`src/rtl/hblank_pkg.sv`:
```
package hblank_pkg;
  // Strobes from the control module to the gating datapath
  typedef struct packed {
    logic enter;  // blanking starts at this edge
    logic leave;  // blanking ends at this edge (enter has priority)
  } hbStrobe_t;
endpackage

```
`src/rtl/hblank_ctrl.sv`:
```
module hblank_ctrl
  import hblank_pkg::*;
#(
  parameter int POS_W = 13
) (
  input  logic             clk,
  input  logic             rstN,
  input  logic             lineSync,
  input  logic [POS_W-1:0] togStart,
  input  logic [POS_W-1:0] togStop,
  output hbStrobe_t        strobe
);
  localparam logic [POS_W-1:0] CNT_MAX = {POS_W{1'b1}};

  logic [POS_W-1:0] pixCnt;
  logic [POS_W-1:0] nextCnt;
  logic             cfgValid;

  always_comb begin
    if (lineSync)               nextCnt = '0;
    else if (pixCnt == CNT_MAX) nextCnt = pixCnt;
    else                        nextCnt = pixCnt + 1'b1;
  end

  // Counter saturates at its maximum, so no blanking happens before the first sync
  always_ff @(posedge clk or negedge rstN) begin
    if (!rstN) pixCnt <= CNT_MAX;
    else       pixCnt <= nextCnt;
  end

  assign cfgValid     = togStart < togStop;
  assign strobe.enter = cfgValid && (nextCnt == togStart);
  assign strobe.leave = lineSync || !cfgValid || (nextCnt == togStop);

  AST_CNT_RESTART: assert property (@(posedge clk) disable iff (!rstN)
    lineSync |=> pixCnt == '0);
  AST_CNT_STEP: assert property (@(posedge clk) disable iff (!rstN)
    (!lineSync && pixCnt != CNT_MAX) |=> pixCnt == $past(pixCnt) + 1'b1);
endmodule

```
`src/rtl/hblank_datapath.sv`:
```
module hblank_datapath
  import hblank_pkg::*;
#(
  parameter int PAIR_W = 2
) (
  input  logic              clk,
  input  logic              rstN,
  input  hbStrobe_t         strobe,
  input  logic              levelA,
  input  logic              levelB,
  input  logic [PAIR_W-1:0] hClkAIn,
  input  logic [PAIR_W-1:0] hClkBIn,
  output logic              blankQ,
  output logic [PAIR_W-1:0] hClkAOut,
  output logic [PAIR_W-1:0] hClkBOut
);
  // Blanking state changes only on a pixel clock edge
  always_ff @(posedge clk or negedge rstN) begin
    if (!rstN)             blankQ <= 1'b0;
    else if (strobe.enter) blankQ <= 1'b1;
    else if (strobe.leave) blankQ <= 1'b0;
  end

  for (genvar g = 0; g < PAIR_W; g++) begin : g_gate
    assign hClkAOut[g] = blankQ ? levelA : hClkAIn[g];
    assign hClkBOut[g] = blankQ ? levelB : hClkBIn[g];
  end

  AST_ENTER_SETS: assert property (@(posedge clk) disable iff (!rstN)
    strobe.enter |=> blankQ);
  AST_LEAVE_CLEARS: assert property (@(posedge clk) disable iff (!rstN)
    (strobe.leave && !strobe.enter) |=> !blankQ);
  AST_HOLD_STEADY: assert property (@(posedge clk) disable iff (!rstN)
    (!strobe.enter && !strobe.leave) |=> $stable(blankQ));
endmodule

```
`src/rtl/hblank_gate.sv`:
```
module hblank_gate
  import hblank_pkg::*;
#(
  parameter int POS_W  = 13,
  parameter int PAIR_W = 2
) (
  input  logic              clk,
  input  logic              rstN,
  input  logic              lineSync,
  input  logic [POS_W-1:0]  togStart,
  input  logic [POS_W-1:0]  togStop,
  input  logic              levelA,
  input  logic              levelB,
  input  logic [PAIR_W-1:0] hClkAIn,
  input  logic [PAIR_W-1:0] hClkBIn,
  output logic              blankOut,
  output logic [PAIR_W-1:0] hClkAOut,
  output logic [PAIR_W-1:0] hClkBOut
);
  hbStrobe_t strobe;

  hblank_ctrl #(.POS_W(POS_W)) u_ctrl (
    .clk(clk), .rstN(rstN), .lineSync(lineSync),
    .togStart(togStart), .togStop(togStop), .strobe(strobe)
  );

  hblank_datapath #(.PAIR_W(PAIR_W)) u_dp (
    .clk(clk), .rstN(rstN), .strobe(strobe),
    .levelA(levelA), .levelB(levelB),
    .hClkAIn(hClkAIn), .hClkBIn(hClkBIn),
    .blankQ(blankOut), .hClkAOut(hClkAOut), .hClkBOut(hClkBOut)
  );

  AST_BAD_CFG_NO_BLANK: assert property (@(posedge clk) disable iff (!rstN)
    (togStart >= togStop) |=> !blankOut);
endmodule

```
`config.mk`:
```
export PLATFORM = sky130hd
export DESIGN_NAME = hblank_gate
export DESIGN_NICKNAME = d
export VERILOG_FILES = /design/src/rtl/hblank_pkg.sv /design/src/rtl/hblank_ctrl.sv /design/src/rtl/hblank_datapath.sv /design/src/rtl/hblank_gate.sv
export SDC_FILE = /design/constraint.sdc
export NUM_CORES = 1
export LEC_CHECK = 0
export ABC_AREA = 1
export ABC_CLOCK_PERIOD_IN_PS = 3710
export BUFFER_PORTS_ARGS = -buffer_cell sky130_fd_sc_hd__buf_2
export CAP_MARGIN = 20
export CORE_MARGIN = 2
export CORE_UTILIZATION = 40
export CTS_BUF_LIST = sky130_fd_sc_hd__clkbuf_16
export DETAILED_ROUTE_END_ITERATION = 10
export PLACE_DENSITY_LB_ADDON = 0.2
export SETUP_SLACK_MARGIN = 0.2
export SLEW_MARGIN = 25
export SYNTH_ARGS = -nofsm -noshare
export SYNTH_HDL_FRONTEND = slang
export SYNTH_SLANG_ARGS = --single-unit
```
`constraint.sdc`:
```
create_clock -name clk -period 3.71 [get_ports clk]
set_clock_uncertainty 0.15 [all_clocks]
set_input_delay 0.742 -clock clk [delete_from_list [all_inputs] [get_ports clk]]
set_output_delay 0.742 -clock clk [all_outputs]
set_load 0.01 [all_outputs]
```
==> qor.log, run 1 <==
qor: run_status.status finished clean
qor: sta.fmax 405 MHz
qor: sta.worst_slew_pin_slew 0.741 ns
qor: global_route.first_global_vias 1448
qor: worst_setup_path.critical_path_required 3.69 ns
qor: worst_setup_path.crit-reg2reg-launch u_ctrl.pixCnt[0]
qor: floorplanning.die_ar 4730 µm²
qor: clock_tree.cts_tree yes
qor: worst_setup_path.worst_r2r_path_depth 14
qor: global_route.grt-busiest-layer met2
qor: logic_synthesis.synthesis.area_per_instance 6.26 µm²
qor: worst_setup_path.setup.reg_to_reg.worst_slack 1.24 ns
qor: clock_tree.cts_root_buffer sky130_fd_sc_hd__clkbuf_16
qor: logic_synthesis.postSynthNetCount 316
qor: worst_setup_path.critical-path-max-stage-delay 0.55 ns
qor: final_layout.layout-area-overhead-vs-synth 18.9%
qor: logic_synthesis.synthesis.instances 268
qor: clock_tree.cts-buffers-inserted 3
qor: floorplanning.floorplan.die.height 68.7 µm
qor: logic_synthesis.synth_warnings 0
qor: logic_synthesis.number_of_synthesized_register_bits 14
qor: final_layout.diodes 0
qor: placed_design.detailed_place.area 1910 µm²
qor: power.leakage 1.13 nW
qor: run.cap_viol_max_count 0
qor: detailed_routing.route.vias.total 1648
qor: global_route.grt_util_met2 28.2%
qor: detailed_routing.drtIter0Drc 80
qor: power.irDropWorstVdd 123 µV
qor: global_route.globalRouteMet3Util 1.46%
qor: floorplanning.floorplan.rows 23
qor: worst_setup_path.type_of_destination_of_the_critical_path register
qor: global_route.pin_count_of_the_biggest_net_entering_global_routing 25
qor: worst_setup_path.crit_arrival 2.45 ns
qor: floorplanning.design.core.area 4030 µm²
qor: sta.final_report_setup_violation_count 0
qor: sta.final_count_of_hold_timing_violations 0
qor: clock_tree.clk_latency 0.24 ns
qor: final_layout.final_layout_size_suffix_gt1_share 25.0%
qor: placed_design.globalplace.congestion 0.850
qor: global_route.grt_util_met1 25.9%
qor: logic_synthesis.syn-cell-area 1680 µm²
qor: detailed_routing.route.detailed.drc 0
qor: floorplanning.io_pins 40
qor: detailed_routing.totalWireLength 3720 µm
qor: clock_tree.resize_count_post_cts 0
qor: placed_design.detailed_place_hpwl 3200 µm
qor: logic_synthesis.synth_cell_type_count 27
qor: worst_setup_path.crit_path_max_fanout 12
qor: detailed_routing.routed_via_density 4.60
qor: global_route.grt_usage 18.0%
qor: worst_setup_path.start_kind register
qor: clock_tree.cts_setup_buffers 0
qor: clock_tree.cts_buffer_depth 2
qor: clock_tree.cts-hold-fix-buffers 0
qor: sta.final.period_utilization 66.6%
qor: worst_setup_path.critPathMostFrequentCell sky130_fd_sc_hd__nand2_1
qor: worst_setup_path.crit-reg2reg-capture u_dp.blankQ
qor: detailed_routing.ant_nets 0
qor: worst_setup_path.crit_path_top_delay_cell sky130_fd_sc_hd__dfstp_2
qor: logic_synthesis.yosysTopAreaCell sky130_fd_sc_hd__dfstp_2
qor: global_route.globalRouteOverflowTotal 0
qor: final_layout.layout_common_cells sky130_fd_sc_hd__nand2_1, sky130_fd_sc_hd__inv_1, sky130_fd_sc_hd__buf_2
qor: final_layout.fin_nets 357
qor: power.pwrdens 235 nW/µm²
qor: final_layout.finish.instance_area 1990 µm²
qor: logic_synthesis.yosys.area.top_type_share 20.4%
qor: worst_setup_path.critical_path_cell_by_cell ha_1 > nand3_4 > nor2_4 > nand2_2 > nand2_1 > nand3_1 > inv_1 > nand2_1 > nand2_1 > nand3_1 > nor2_1 > nand2_1 > nand2_1 > o21ai_1
qor: detailed_routing.wl_per_cell 10.4 µm
qor: clock_tree.cts_max_level 1
qor: global_route.grt_antenna_before_repair 0
qor: final_layout.final.fill_count 416
qor: sta.slew_headroom 50.5%
qor: hold_path.worst_hold_path_type input port to async pin
qor: clock_tree.number_of_sinks_driven_by_the_clock_tree 14
qor: sta.timing.final.max_slew_violations 0
qor: detailed_routing.drt_pre_antenna_iters 4
qor: sta.final_period_minus_worst_setup_slack 2.47 ns
qor: clock_tree.worst_setup_hold_path_clk_slew 0.05 ns
qor: sta.setup_repair_after_global_routing_missed_its_margin false
qor: placed_design.place.port_buffers 39
qor: logic_synthesis.synth.top_cells.by_area sky130_fd_sc_hd__dfstp_2, sky130_fd_sc_hd__nand2_1, sky130_fd_sc_hd__inv_1
qor: global_route.grt_first_pass_wirelength 6410 µm
qor: floorplanning.floorplan.die.width 68.7 µm
qor: power.post-layout-total-power 0.469 mW
qor: sta.setup-tns-final 0 ns
qor: floorplanning.floorplan.initialDensity 41.6%
qor: logic_synthesis.register_area_share_after_synthesis 21.9%
qor: worst_setup_path.path_class register to register
qor: final_layout.final_common_cell sky130_fd_sc_hd__nand2_1
==> worst max-delay path, delay by kind of cell, from the launching register on <==
kind            cells  cell delay (ns)
buf+inv             1             0.14
fa+ha+maj           1             0.27
flops               1             0.55
simple gates       11             1.18
compound gates      1             0.05
==> where the power goes <==
part	leakage, nW	internal [mW]	switching [mW]
combinational	0.942	0.0444	0.0593
clock	0.0423	0.142	0.0610
sequential	0.148	0.158	0.00327
==> kinds of logic (layout without fill, tap and decap cells) <==
kind of cell               Yosys count  in the layout  synth area share [%]
AOI/OAI and AO/OA                   13             13                  4.10
xor gates and xnor gates            15             15                  7.84
adders and majority gates           13             13                  9.70
buffers and inverters               52             92                  12.2
DFF                                 14             14                  21.9
and+or+nand+nor                    161            161                  44.3
==> how the worst max path moves through the flow <==
stage          cells past startpoint  slack, ns             start     endpoint
5_1_grt                           14        1.0  u_ctrl.pixCnt[0]  u_dp.blankQ
3_3_place_gp                      11       1.12          lineSync  u_dp.blankQ
2_1_floorplan                     15       1.57  u_ctrl.pixCnt[0]  u_dp.blankQ
4_1_cts                           14       1.21  u_ctrl.pixCnt[0]  u_dp.blankQ
6_report                          14       1.24  u_ctrl.pixCnt[0]  u_dp.blankQ
3_5_place_dp                      11       1.09          lineSync  u_dp.blankQ
==> through the flow <==
stage	hold WS (ns)	std cells	setup slack, ns	util, %
6_report	0.243	358	1.24	49.5
5_1_grt	0.260	358	0.997	49.5
4_1_cts	0.249	358	1.21	49.5
3_5_place_dp	0.498	354	1.09	47.5
3_3_place_gp	0.498	354	1.12	47.5
2_1_floorplan	0.296	268	1.57	-
==> final cells by class <==
| class | instances | area [µm²] | area share, % |
|---|---|---|---|
| Clock buffer | 3 | 75.1 | 3.77 |
| Clock inverter | 1 | 3.75 | 0.188 |
| Inverter | 49 | 184 | 9.23 |
| Multi-Input combinational cell | 202 | 1110 | 55.5 |
| Sequential cell | 14 | 367 | 18.4 |
| Tap cell | 50 | 62.6 | 3.14 |
| Timing Repair Buffer | 39 | 195 | 9.79 |
==> synth_stat cells <==
cell	instances
sky130_fd_sc_hd__nand3_2	7
sky130_fd_sc_hd__a21oi_1	5
sky130_fd_sc_hd__nand2_2	9
sky130_fd_sc_hd__nand4_1	4
sky130_fd_sc_hd__clkinv_1	1
sky130_fd_sc_hd__ha_1	13
sky130_fd_sc_hd__nand3_1	20
sky130_fd_sc_hd__nor3_1	2
sky130_fd_sc_hd__inv_1	46
sky130_fd_sc_hd__nand2_1	88
sky130_fd_sc_hd__dfstp_2	13
sky130_fd_sc_hd__nand3b_1	1
sky130_fd_sc_hd__nor2_1	26
sky130_fd_sc_hd__xnor2_1	10
sky130_fd_sc_hd__inv_2	2
sky130_fd_sc_hd__nor2_4	2
sky130_fd_sc_hd__nand3_4	1
sky130_fd_sc_hd__buf_6	1
sky130_fd_sc_hd__nor2_2	1
sky130_fd_sc_hd__o21ai_1	1
sky130_fd_sc_hd__o21ai_0	5
sky130_fd_sc_hd__xor2_1	5
sky130_fd_sc_hd__dfrtp_1	1
sky130_fd_sc_hd__clkbuf_1	1
sky130_fd_sc_hd__buf_2	1
sky130_fd_sc_hd__a31oi_1	1
sky130_fd_sc_hd__o211ai_1	1
==> per-layer routing <==
| layer | wire [µm] | up-vias |
|---|---|---|
| met3 | 163 | 5 |
| met5 | 0 | - |
| met2 | 1620 | 44 |
| met4 | 57 | 0 |
| li1 | - | 906 |
| met1 | 1880 | 693 |
==> registers in the layout, summed over array words and instances, names as in the netlist <==
name / flops
u_ctrl.pixCnt: 13
u_dp.blankQ: 1
Power figures use the tool's default switching activity.
==> run 2: changes to the inputs <==
--- a/config.mk
+++ b/config.mk
@@ -6,7 +6,7 @@
 export NUM_CORES = 1
 export LEC_CHECK = 0
 export ABC_AREA = 1
-export ABC_CLOCK_PERIOD_IN_PS = 3710
+export ABC_CLOCK_PERIOD_IN_PS = 2230
 export BUFFER_PORTS_ARGS = -buffer_cell sky130_fd_sc_hd__buf_2
 export CAP_MARGIN = 20
 export CORE_MARGIN = 2
==> constraint.sdc (replaced) <==
create_clock -name clk -period 2.23 [get_ports clk]
set_clock_uncertainty 0.15 [all_clocks]
set_input_delay 0.446 -clock clk [delete_from_list [all_inputs] [get_ports clk]]
set_output_delay 0.446 -clock clk [all_outputs]
set_load 0.01 [all_outputs]
==> run 2 against run 1 <==
Effect of this change:
- utilization increased by 6.4 points
- sequential power increased by 67%
- combinational power increased by 81%
- critical path depth increased by 2
- cell count increased by 7.8%
- fmax increased by 16%
- critical path type unchanged
- first-iteration DRC count decreased by 40%
- register-to-register slack got worse by 1.1 ns
- critical endpoint unchanged
- largest power group unchanged
- largest cell class unchanged
- count of clock-buffer cells in the layout unchanged
- clock power increased by 67%
==> qor.log, run 2 (synthesis gave the netlist of run 1 again) <==
qor: run_status.status finished clean
qor: worst_setup_path.worst_setup_path_startpoint u_ctrl.pixCnt[10]
qor: final_layout.multi_input_comb_area 1150 µm² [+3.6%]
qor: global_route.first_global_vias 1492 [+3.0%]
qor: final_layout.diodes 0 [unchanged]
qor: global_route.pin_count_of_the_biggest_net_entering_global_routing 24 [-4.0%]
qor: detailed_routing.totalWireLength 4020 µm [+8.1%]
qor: clock_tree.cts_root_buffer sky130_fd_sc_hd__clkbuf_16
qor: worst_setup_path.path_delay_family simple AND/OR/NAND/NOR gates
qor: final_layout.fin_nets 385 [+7.8%]
qor: final_layout.layout_common_cells sky130_fd_sc_hd__nand2_1, sky130_fd_sc_hd__inv_1, sky130_fd_sc_hd__buf_2
qor: clock_tree.cts_tree yes
qor: floorplanning.floorplan.rows 23 [unchanged]
qor: sta.final_count_of_hold_timing_violations 0 [unchanged]
qor: final_layout.final_layout_size_suffix_gt1_share 34.5% [+9.5 points]
qor: worst_setup_path.crit-reg2reg-launch u_ctrl.pixCnt[10]
qor: detailed_routing.drt_pre_antenna_iters 4 [unchanged]
qor: worst_setup_path.path_class register to register
qor: clock_tree.number_of_sinks_driven_by_the_clock_tree 14 [unchanged]
qor: floorplanning.die_ar 4730 µm² [unchanged]
qor: placed_design.detailed_place.area 2120 µm² [+11%]
qor: hold_path.worst_hold_path_type input port to register
qor: final_layout.final_common_cell sky130_fd_sc_hd__nand2_1
qor: placed_design.place.port_buffers 39 [unchanged]
qor: worst_setup_path.crit_path_top_delay_cell sky130_fd_sc_hd__dfstp_2
qor: worst_setup_path.worst_r2r_path_depth 16 [+2]
qor: final_layout.largestRegisters u_ctrl.pixCnt x13, u_dp.blankQ x1
qor: worst_setup_path.cp.depth 16 [+2]
qor: worst_setup_path.cp.buffers_inverters 2 [+1]
qor: detailed_routing.route.vias.total 1761 [+6.9%]
qor: worst_setup_path.type_of_destination_of_the_critical_path register
qor: power.leakage 1.27 nW [+12%]
qor: floorplanning.floorplan.initialDensity 41.6% [unchanged]
qor: sta.worst_slew_pin_slew 0.313 ns [-0.428 ns]
qor: sta.slew_headroom 79.2% [+29 points]
qor: worst_setup_path.critPathMostFrequentCell sky130_fd_sc_hd__nand2_1
qor: final_layout.layout.area.seq 367 µm² [unchanged]
qor: global_route.grt_first_pass_wirelength 6640 µm [+3.5%]
qor: final_layout.final.fill_count 390 [-6.3%]
qor: sta.final_period_minus_worst_setup_slack 2.14 ns [-0.332 ns]
qor: final_layout.regMostFlops u_ctrl.pixCnt
qor: final_layout.finish.instance_area 2250 µm² [+13%]
qor: placed_design.globalplace.congestion 0.798 [-6.1%]
qor: worst_setup_path.crit_arrival 2.12 ns [-0.33 ns]
qor: floorplanning.floorplan.die.height 68.7 µm [unchanged]
qor: worst_setup_path.critical_path_required 2.21 ns [-1.48 ns]
qor: clock_tree.cts_max_level 1 [unchanged]
qor: floorplanning.design.core.area 4030 µm² [unchanged]
qor: worst_setup_path.critical-path-max-stage-delay 0.53 ns [-0.02 ns]
qor: placed_design.detailed_place_hpwl 3400 µm [+6.1%]
qor: worst_setup_path.crit_path_max_fanout 3 [-9]
qor: floorplanning.io_pins 40 [unchanged]
qor: sta.timing.final.max_slew_violations 0 [unchanged]
qor: clock_tree.cts-buffers-inserted 3 [unchanged]
qor: global_route.globalRouteOverflowTotal 0 [unchanged]
qor: sta.final_report_setup_violation_count 0 [unchanged]
qor: global_route.grt_usage 19.2% [+1.2 points]
qor: clock_tree.worst_setup_hold_path_clk_slew 0.05 ns [about the same]
qor: run.cap_viol_max_count 0 [unchanged]
qor: hold_path.timing.hold.worst_path_depth 4
qor: power.irDropWorstVdd 229 µV [+86%]
qor: floorplanning.floorplan.die.width 68.7 µm [unchanged]
qor: sta.setup_repair_after_global_routing_missed_its_margin true
qor: global_route.grt_antenna_before_repair 0 [unchanged]
qor: detailed_routing.wl_per_cell 10.4 µm [+0.26%]
qor: detailed_routing.routed_via_density 4.56 [-0.89%]
qor: power.pwrdens 354 nW/µm² [+51%]
qor: worst_setup_path.start_kind register
qor: detailed_routing.ant_nets 0 [unchanged]
qor: clock_tree.clk_latency 0.24 ns [about the same]
qor: clock_tree.cts_buffer_depth 2 [unchanged]
qor: sta.fmax 468 MHz [+16%]
qor: final_layout.largest_register_ff_count 13 [unchanged]
qor: worst_setup_path.critical_path_cell_by_cell nand2_1 > buf_4 > nor2_1 > nand2_1 > nor2_2 > nand2_1 > nand2_1 > nand2_1 > nand2_1 > nand2_1 > inv_1 > nand3_1 > nor2_1 > nand2_1 > nand2_1 > o21ai_1
qor: detailed_routing.drtIter0Drc 48 [-40%]
qor: sta.final.period_utilization 95.9% [+29 points]
qor: hold_path.worstHoldStart lineSync
qor: detailed_routing.route.detailed.drc 0 [unchanged]
qor: final_layout.layout-area-overhead-vs-synth 34.2%
qor: final_layout.post-route-util 55.8% [+6.4 points]
qor: power.post-layout-total-power 0.797 mW [+70%]
## run 2: cell type report
type | count | share of cell area [%]
Multi-Input combinational cell | 202 | 50.9
Timing Repair Buffer | 67 | 18.3
Sequential cell | 14 | 16.3
Inverter | 49 | 8.18
Clock buffer | 3 | 3.34
Tap cell | 50 | 2.78
Clock inverter | 1 | 0.167
## run 2: what timing repair did
action / CTS / global route
endpoints found under the hold margin: 1 / 0
resized for setup: 10 / 2
pin swaps: 0 / 0
setup buffers: 1 / 0
hold buffers: 1 / 0
endpoints found under the setup margin: 1 / 1
## run 2: metrics by stage
step / setup WS, ns / hold WS, ns / cells / setup TNS, ns
2_1_floorplan: 0.210 / 0.000409 / 268 / 0
3_3_place_gp: 0.0553 / 0.205 / 380 / 0
3_5_place_dp: 0.00985 / 0.215 / 380 / 0
4_1_cts: 0.107 / 0.358 / 386 / 0
5_1_grt: -0.0839 / 0.388 / 386 / -0.0839
6_report: 0.0911 / 0.353 / 386 / 0
## run 2: tightest hold or removal path, stage by stage
cell and delay (ns):
sky130_fd_sc_hd__buf_2 0.09, sky130_fd_sc_hd__nor3_1 0.06, sky130_fd_sc_hd__nand2_1 0.06, sky130_fd_sc_hd__o21ai_1 0.05
## run 2: where the power goes
part,total (mW),internal (mW),leakage (nW),switching [mW]
Clock,0.339,0.237,0.0423,0.103
Combinational,0.188,0.0847,1.08,0.103
Sequential,0.270,0.264,0.148,0.00649
Total,0.797,0.585,1.27,0.212
## run 2: worst paths after layout
path / to / slack (ns)
max: u_dp.blankQ / 0.09
min: u_dp.blankQ / 0.35
max reg2reg: u_dp.blankQ / 0.09
min reg2reg: u_ctrl.pixCnt[1] / 0.54
max in group asynchronous: u_ctrl.pixCnt[9] / 1.17
min in group asynchronous: u_dp.blankQ / 0.47
## run 2: layer usage
metal	track usage, %	share of wire (%)	up-vias
met2	30.0	45	41
met4	5.88	1.3	0
met1	27.1	49	749
met5	0	0	-
li1	-	-	965
met3	3.08	4.3	6
